==> config.mk <==
export PLATFORM = sky130hd
export DESIGN_NAME = pcm_path_top
export DESIGN_NICKNAME = d
export VERILOG_FILES = /design/src/rtl/pcm_path_pkg.sv /design/src/rtl/pcm_path_ctrl.sv /design/src/rtl/pcm_path_dp.sv /design/src/rtl/pcm_path_top.sv
export SDC_FILE = /design/constraint.sdc
export NUM_CORES = 1
export LEC_CHECK = 0
export BUFFER_PORTS_ARGS = -buffer_cell sky130_fd_sc_hd__buf_4
export CAP_MARGIN = 10
export CORE_MARGIN = 4
export CORE_UTILIZATION = 40
export DETAILED_ROUTE_END_ITERATION = 12
export PLACE_DENSITY = 0.79
export SLEW_MARGIN = 25
export SYNTH_ARGS = -nofsm -noshare
export SYNTH_HDL_FRONTEND = slang
export SYNTH_SLANG_ARGS = --single-unit
export TNS_END_PERCENT = 5
==> constraint.sdc <==
create_clock -name clk -period 1.1 [get_ports clk]
set_clock_uncertainty 0.1 [all_clocks]
set_input_delay 0.055 -clock clk [delete_from_list [all_inputs] [get_ports clk]]
set_output_delay 0.055 -clock clk [all_outputs]
set_load 0.1 [all_outputs]
==> src/rtl/pcm_path_pkg.sv <==
package pcm_path_pkg;

  localparam int CTRL_W       = 8;
  localparam int BIT_HIZ      = 7;
  localparam int BIT_ZERO     = 6;
  localparam int BIT_RSV_HI   = 5;
  localparam int BIT_IDLE     = 4;
  localparam int BIT_DIG_LOOP = 3;
  localparam int BIT_ANA_LOOP = 2;
  localparam int BIT_RSV_LO   = 1;
  localparam int BIT_LAW      = 0;

  typedef struct packed {
    logic driveEn;    // bus driver may be on this cycle
    logic forceZero;  // transmit all-zero byte
    logic digLoop;    // bus receive byte returned to transmit
    logic anaLoop;    // encoder byte returned to receive
    logic rxIdle;     // idle code replaces receive byte
    logic aLaw;       // law select for idle code
  } pathStrobes_t;

endpackage

==> src/rtl/pcm_path_ctrl.sv <==
module pcm_path_ctrl
  import pcm_path_pkg::*;
(
  input  logic [CTRL_W-1:0] ctrlReg,
  input  logic              standby,
  input  logic              slotActive,
  output pathStrobes_t      strobes
);

  logic unusedRsv;
  assign unusedRsv = ctrlReg[BIT_RSV_HI] ^ ctrlReg[BIT_RSV_LO];

  logic hiZ;
  assign hiZ = ctrlReg[BIT_HIZ] | standby;

  always_comb begin
    strobes.driveEn   = slotActive & ~hiZ;
    strobes.forceZero = ctrlReg[BIT_ZERO];
    strobes.digLoop   = ctrlReg[BIT_DIG_LOOP];
    strobes.anaLoop   = ctrlReg[BIT_ANA_LOOP];
    strobes.rxIdle    = ctrlReg[BIT_IDLE];
    strobes.aLaw      = ctrlReg[BIT_LAW];
  end

endmodule

==> src/rtl/pcm_path_dp.sv <==
module pcm_path_dp
  import pcm_path_pkg::*;
#(
  parameter int              DATA_W  = 8,
  parameter logic [DATA_W-1:0] IDLE_MU = 8'hFF,
  parameter logic [DATA_W-1:0] IDLE_A  = 8'hD5
) (
  input  logic              clk,
  input  logic              rstN,
  input  pathStrobes_t      strobes,
  input  logic [DATA_W-1:0] encSample,
  input  logic [DATA_W-1:0] rxBus,
  output logic [DATA_W-1:0] txByte,
  output logic              txEn,
  output logic [DATA_W-1:0] rxByte
);

  localparam logic [DATA_W-1:0] ZERO_BYTE = '0;

  logic [DATA_W-1:0] txNext;
  logic [DATA_W-1:0] rxNext;
  logic [DATA_W-1:0] idleCode;

  assign idleCode = strobes.aLaw ? IDLE_A : IDLE_MU;

  // transmit priority: driver off, zero force, digital loop, encoder
  always_comb begin
    if (!strobes.driveEn)      txNext = ZERO_BYTE;
    else if (strobes.forceZero) txNext = ZERO_BYTE;
    else if (strobes.digLoop)   txNext = rxBus;
    else                        txNext = encSample;
  end

  // receive priority: idle code, analog loop, bus byte
  always_comb begin
    if (strobes.rxIdle)       rxNext = idleCode;
    else if (strobes.anaLoop) rxNext = encSample;
    else                      rxNext = rxBus;
  end

  always_ff @(posedge clk or negedge rstN) begin
    if (!rstN) begin
      txByte <= ZERO_BYTE;
      txEn   <= 1'b0;
      rxByte <= ZERO_BYTE;
    end else begin
      txByte <= txNext;
      txEn   <= strobes.driveEn;
      rxByte <= rxNext;
    end
  end

endmodule

==> src/rtl/pcm_path_top.sv <==
module pcm_path_top
  import pcm_path_pkg::*;
#(
  parameter int              DATA_W  = 8,
  parameter logic [DATA_W-1:0] IDLE_MU = 8'hFF,
  parameter logic [DATA_W-1:0] IDLE_A  = 8'hD5
) (
  input  logic              clk,
  input  logic              rstN,
  input  logic [CTRL_W-1:0] ctrlReg,
  input  logic              standby,
  input  logic              slotActive,
  input  logic [DATA_W-1:0] encSample,
  input  logic [DATA_W-1:0] rxBus,
  output logic [DATA_W-1:0] txByte,
  output logic              txEn,
  output logic [DATA_W-1:0] rxByte
);

  pathStrobes_t strobes;

  pcm_path_ctrl ctrlInst (
    .ctrlReg    (ctrlReg),
    .standby    (standby),
    .slotActive (slotActive),
    .strobes    (strobes)
  );

  pcm_path_dp #(
    .DATA_W  (DATA_W),
    .IDLE_MU (IDLE_MU),
    .IDLE_A  (IDLE_A)
  ) dpInst (
    .clk       (clk),
    .rstN      (rstN),
    .strobes   (strobes),
    .encSample (encSample),
    .rxBus     (rxBus),
    .txByte    (txByte),
    .txEn      (txEn),
    .rxByte    (rxByte)
  );

endmodule

==> results of run 1 <==
## per-stage QoR
step	cell area [um^2]	power (uW)	util
2_1_floorplan	715.7	962.1	-
3_3_place_gp	1039	1105	0.6081
3_5_place_dp	1039	1112	0.6081
4_1_cts	1285	1494	0.7524
5_1_grt	1315	1564	0.7700
6_report	1315	1491	0.7700
## report_power, final
part           switching, uW  total, uW  internal (uW)  leakage, uW
Sequential              10.6        663            653     0.000211
Clock                    177        317            140    0.0000150
Combinational            316        510            195     0.000438
Total                    503       1490            988     0.000664
## worst paths after layout
check / cells after the start / startpoint / to / slack (ps)
setup / recovery: 1 / dpInst.txByte[7] / txByte[7] / 40
hold / removal: 3 / ctrlReg[6] / dpInst.txByte[7] / 10
min in group asynchronous: 2 / rstN / dpInst.txByte[2] / 90
max in group asynchronous: 2 / rstN / dpInst.txByte[3] / 630
## metal layers
metal	vias to the layer above	global-route usage	wire (um)
li1	322	-	-
met1	324	0.1886	748
met2	28	0.3565	1114
met3	2	0.03561	127
met4	0	0.06726	21
met5	-	0	0
## tightest hold or removal path: cells and delay by family
| kind | cells | cell delay [ps] |
|---|---|---|
| AND/OR/NAND/NOR | 2 | 220 |
| buffers and inverters | 1 | 80 |
## registers in the layout, indices dropped and copies added, names as in the netlist
| signal | flops |
|---|---|
| dpInst.txByte | 8 |
| dpInst.txEn | 1 |
| dpInst.rxByte | 8 |
## cell usage after synthesis, drive strengths merged
cell type / n
dfrtp: 17
nor2: 8
clkbuf: 2
nor2b: 5
mux2i: 14
nor3b: 1
buf: 2
or4b: 1
a211o: 5
## cell usage in the layout, fill, tap and decap left out, drive strengths merged
cell         instances
nor2                 8
dlygate4sd3         22
or4b                 1
buf                 42
nor3b                1
dfrtp               17
mux2i               14
a211o                5
clkbuf               4
nor2b                5
## logic make-up (layout without fill, tap and decap cells)
group,Yosys count,in the layout,share of synthesized area
compound gates,5,5,0.06119
buf+inv,4,68,0.03321
flops,17,17,0.5944
mux,14,14,0.1958
simple gates,15,15,0.1154
## cell type report
| class | instances | share of cell area |
|---|---|---|
| Timing Repair Buffer | 64 | 0.4301 |
| Sequential cell | 17 | 0.3235 |
| Multi-Input combinational cell | 34 | 0.2027 |
| Tap cell | 25 | 0.02379 |
| Clock buffer | 4 | 0.01998 |
## timing repair
| item | 4_1_cts | 5_1_grt |
|---|---|---|
| endpoints found under the setup margin | 0 | 8 |
| gates resized for setup | 0 | 8 |
| endpoints found under the hold margin | 34 | 4 |
==> flow_results.org, run 1 <==
** Status
- Outcome :: complete, no violations

** STA
- Final Worst Setup Slack :: around 44 ps
- The count of final hold-check violations is 0.
- For the pin with the worst max-slew slack, the measured transition is around 280 ps.
- Setup repair after global routing left no endpoint under its margin.
- Final Slew Violations :: 0
- Slew margin rel. :: 0.8138
- Setup violations remaining at the end of the flow were counted as 0.
- In the finished design, the share of the clock period the worst path needs comes to 0.9602.
- Sum of negative setup slack :: 0 ps
- Subtracting the final worst setup slack from the clock period gives approximately 1100 ps.
- Fmax :: about 950 MHz
- Post-Route Hold Slack :: approximately 10 ps

** Global routing
- GRT overflow :: 0
- Number of global-route vias before repair :: 750
- Entering global routing, the biggest net connects 18 pins.
- Antenna violations before repair :: 0
- First-pass GRT wire length :: 3.422 mm
- Across every metal layer, demand over resource in global routing totals 0.1827.

** Logic synthesis
- The share of synthesized area in the top cell type comes to 0.5944.
- Gate count after technology mapping :: 55
- Synth area leader :: sky130_fd_sc_hd__dfrtp_1
- Synthesis instantiated 10 different standard cells from the library.
- Top area cells in the synthesized netlist :: sky130_fd_sc_hd__dfrtp_1 59%, sky130_fd_sc_hd__mux2i_1 20%, sky130_fd_sc_hd__a211o_1 6.1%
- The number of nets in the synthesized netlist is 83.
- In this run, synthesis produced a sequential element count of 17.
- Mean area per synthesized cell :: between 10 and 15 um^2
- Sequential area share after synthesis :: 0.5944
- Number of warnings printed during yosys synthesis :: 0
- Cell area after synthesis :: slightly above 700 um^2

** Routing
- Wirelength, routed :: approximately 2.0 mm
- Routed via count divided by cell count :: around 4.7
- Once detail routing completed, the nets flagged for antenna violations numbered 0.
- Post-route DRC :: 0
- Routed wire per std cell :: 13.98 um
- Number of violations reported at the end of detailed-routing iteration 0 :: 1
- 1st-pass router iterations :: 3
- Via count :: about 680

** Floorplan
- From bottom edge to top edge, the die measures approximately 50 um.
- Floorplan row count :: 15
- The die is ~50 um wide.
- Core Box Area :: ~0.0017 mm^2
- Die outline area :: roughly 0.0025 mm^2
- For this configuration, the core starts out at a cell density of 0.4190.
- Pin placement for this block handled 45 I/O pins.

** Run
- Max-cap violations in this run came to 0.

** Critical path
- Critical Path Start Type :: flop
- On the worst path, the slowest cell contributes a delay of 340 ps.
- Arrival time at the worst endpoint :: roughly 900 ps
- Crit path kind :: flop to output pin
- Critical-path cell with the highest stage delay :: sky130_fd_sc_hd__dfrtp_1
- Worst-path fanout max :: 1
- Worst path top cell family by delay :: flip-flops
- Worst path cell trace :: buf_4
- Counting both buffers and inverters, the worst setup path holds a total of 1.
- Kind of end point of the critical path :: output pin
- STA puts the critical path data required time at about 940 ps.

** Placed design
- Final HPWL from detailed placement :: between 1 and 1.5 mm
- At the end of routability-driven placement, the weighted congestion stood at ~0.67.
- IO buf count :: 42
- Including well taps, the total number of placed cells is 118.
- Placement Setup Slack :: -21.05 ps

** Clock tree
- The clock net in this run drives a total of 17 sinks.
- The number of hold buffers added after CTS was 22.
- The number of setup buffers added after CTS is 0.
- Buffers inserted during clock tree synthesis total 3.
- TritonCTS built the clock tree.
- Worst-case clock buffer depth :: 2
- CTS built an H-tree with a depth of 1.
- CTS Root Buffer Type :: sky130_fd_sc_hd__clkbuf_4
- Clock transition at the register clock pins on the worst setup and hold paths after CTS :: about 90 ps

** Final layout
- Across the whole layout, storage elements account for ~430 um^2.
- Fillers :: approximately 120
- From synthesis to final layout, the design area changed by 83.74%.
- Multi-input gate area :: 266.5 um^2
- Share of final-layout standard cells stronger than drive strength 1 :: 0.3866
- # nets final :: ~150
- Fin cells :: 144
- Diodes inserted :: 0

** Pwr
- The worst-case IR drop observed on VDD is around 0.76 mV.
- For this design the static power due to leakage is approximately 0.00066 uW.
- Pwr/cell area :: roughly 1100 mW/mm^2

** Hold path
- The worst hold path belongs to the class primary input to flop.
Power figures use the tool's default switching activity.
==> run 2, diff against run 1 <==
- CELL_PAD_IN_SITES_DETAIL_PLACEMENT: unset -> 0
- CELL_PAD_IN_SITES_GLOBAL_PLACEMENT: unset -> 1
- CORE_UTILIZATION: 40 -> 32
- HOLD_SLACK_MARGIN: unset -> 0.06
- PLACE_DENSITY: 0.79 -> 0.84
==> flow_results.org, run 2 (same netlist as run 1, synthesis figures left out) <==
** Critical path
- Critical-path cell with the highest stage delay :: sky130_fd_sc_hd__dfrtp_1 (unchanged)
- The arrival time reported for the critical path endpoint is 900 ps (about the same).
- Critical Path Start Type :: flop (unchanged)
- Worst path cell trace: buf_4 (unchanged).
- The maximum fanout count along the critical path came to 1 (unchanged).
- Required time reported for the critical path endpoint :: 940 ps (about the same)
- Number of buffers and inverters on the critical path :: 1 (unchanged)
- The critical setup path kind is flop to output pin (unchanged).
- The biggest cell delay along the critical path came to 340 ps (about the same).
- The endpoint kind of the worst setup timing path was an output pin (unchanged).
- Worst path top cell family by delay :: flip-flops (unchanged)

** Floorplan
- Core Box Area :: 0.002042 mm^2 (was 0.001708 mm^2)
- Number of placed I/O pins :: 45 (unchanged)
- The die height was 55.29 um (was 50.30 um).
- The placement row count came to 16 (was 15).
- Initial core utilization :: 0.3505 (was 0.4190)
- The area of the die is 0.003057 mm^2 (was 0.002530 mm^2).
- X dimension of the die :: 55.29 um (was 50.30 um)

** Routing
- Routed via count divided by cell count :: 4.545 (was 4.694)
- 1st-pass router iterations :: 4 (was 3)
- Number of violations reported at the end of detailed-routing iteration 0 :: 11 (was 1)
- The number of nets still failing antenna checks after routing came to 0 (unchanged).
- The post-detailed-route wirelength per cell is 12.74 um (was 13.98 um).
- The routed via count was 659 (was 676).
- Post-route DRC :: 0 (unchanged)
- Wirelength, routed :: 1.847 mm (was 2.013 mm)

** Final layout
- The sequential standard cell area is 425.4 um^2 (unchanged).
- The most common cell after layout, fill and taps aside was sky130_fd_sc_hd__buf_4 (unchanged).
- # nets final :: 147 (was 148)
- Diodes inserted :: 0 (unchanged)
- Fin cells :: 145 (was 144)
- Multi-input gate area :: 266.5 um^2 (unchanged)
- Area growth syn-to-layout :: 84.97% (was 83.74%)
- Most frequent cells in the layout :: 30 x sky130_fd_sc_hd__buf_4, 21 x sky130_fd_sc_hd__dlygate4sd3_1, 17 x sky130_fd_sc_hd__dfrtp_1 (was 34 x sky130_fd_sc_hd__buf_4, 22 x sky130_fd_sc_hd__dlygate4sd3_1, 17 x sky130_fd_sc_hd__dfrtp_1)
- The proportion of layout cells with a drive suffix above 1 was 0.3983 (was 0.3866).
- The summed area of non-filler cells in the final layout came to 0.001324 mm^2 (was 0.001315 mm^2).
- Leading registers by flop count: dpInst.rxByte (8), dpInst.txByte (8), dpInst.txEn (1) (unchanged).
- Fillers :: 172 (was 115)

** STA
- Share of the cycle needed by the critical path after routing :: 0.9568 (was 0.9602)
- Slew at the pin closest to its max-slew limit :: 281.8 ps (was 281.7 ps)
- Fmax :: 950.2 MHz (was 946.8 MHz)
- Slew margin rel. :: 0.8137 (was 0.8138)
- Sum of negative setup slack :: 0 ps (unchanged)
- Post-Route Hold Slack :: -4.776 ps (was 10.36 ps)
- Final count of negative-setup-slack endpoints :: 0 (unchanged)
- Hold violation count in the final report :: 2 (was 0)
- Final Slew Violations :: 0 (unchanged)
- Final worst path period need :: 1052 ps (was 1056 ps)

** Hold path
- Class of the tightest hold or removal check :: primary input to flop (unchanged)
- The endpoint of the worst hold-timing path is dpInst.txByte[7] (unchanged).
- The start point of the worst hold path is ctrlReg[6] (unchanged).
- The hold path depth is 3 (unchanged).

** Run
- Number of max-cap violations :: 0 (unchanged)

** Global routing
- Antenna violations before repair :: 0 (unchanged)
- The via count of the first global-routing pass is 712 (was 750).
- The maximum number of pins on one net before global-route repair is 18 (unchanged).
- The overflow left after global routing was 0 (unchanged).
- First-pass GRT wire length :: 3.332 mm (was 3.422 mm)
- Total track usage :: 0.1357 (was 0.1827)

** Clock tree
- TritonCTS clock tree :: done (unchanged)
- Clk sinks :: 17 (unchanged)
- The buffer levels on the longest clock path came to 2 (unchanged).
- Post-CTS Setup Inserts :: 0 (unchanged)
- The number of hold-repair buffers added at the cts stage was 21 (was 22).
- Clock transition at the register clock pins on the worst setup and hold paths after CTS :: 100 ps (was 90 ps)
- The depth of the CTS H-tree is 1 (unchanged).
- The root buffer cell was sky130_fd_sc_hd__clkbuf_4 (unchanged).
- The number of buffers created by CTS came to 3 (unchanged).

** Placed design
- The count of port buffers added during placement was 42 (unchanged).
- Final HPWL from detailed placement :: 1.259 mm (was 1.310 mm)
- Placed cell area :: 0.001041 mm^2 (was 0.001039 mm^2)
- The routability congestion estimate from global placement was 0.7815 (was 0.6725).
- Placed instance count :: 120 (was 118)

** Pwr
- Largest voltage drop on the vdd net :: 0.5852 mV (was 0.7585 mV)
- Static leakage :: 0.0006692 uW (was 0.0006641 uW)
- The power per cell area came to 1125 mW/mm^2 (was 1134 mW/mm^2).

** Status
- Violated checks :: hold timing
- Outcome: finished with violations (was complete, no violations).
-- run 2: per-stage QoR --
stage	hold slack (ps)	utilization	setup WS [ps]	power [uW]
CTS	-17.19	0.6262	15.15	1497
global placement	-174.2	0.5098	45.55	1107
finish	-4.776	0.6483	47.55	1489
floorplan	-340.6	-	61.75	962.1
detailed placement	-171.3	0.5098	27.20	1111
global route	-11.37	0.6483	-3.122	1573
-- run 2: routing by layer --
| layer | track usage | share of wire | routed length (um) | up-vias |
|---|---|---|---|---|
| met5 | 0 | 0 | 0 | - |
| met4 | 0.03125 | 0.0032 | 6 | 0 |
| met3 | 0.05128 | 0.089 | 165 | 2 |
| met2 | 0.2331 | 0.52 | 952 | 31 |
| met1 | 0.1594 | 0.39 | 722 | 312 |
| li1 | - | - | - | 314 |
-- run 2: how the worst max path moves through the flow --
stage | startpoint | end | slack (ps) | depth (start not counted)
after floorplan | dpInst.rxByte[0] | rxByte[0] | 60 | 0
after global placement | standby | dpInst.txByte[4] | 50 | 3
after detailed placement | standby | dpInst.txByte[2] | 30 | 3
after CTS | dpInst.txByte[7] | txByte[7] | 20 | 1
after global routing | dpInst.rxByte[5] | rxByte[5] | -3 | 1
final | dpInst.rxByte[5] | rxByte[5] | 50 | 1
-- run 2: power breakdown --
part	total [uW]	switching [uW]	internal, uW
sequential	664	11.1	653
clock	316	181	135
combinational	509	313	196
total	1490	505	983
-- run 2: final cells by class --
type | instances | area share
timing repair buffer | 63 | 0.4310
sequential | 17 | 0.3214
multi-input combinational | 34 | 0.2013
tap | 27 | 0.02552
clock buffer | 3 | 0.01701
clock inverter | 1 | 0.003781
-- run 2: timing repair --
item | CTS | global route
hold endpoints to repair | 34 | 8
setup endpoints to repair | 0 | 12
gates resized for setup | 0 | 12
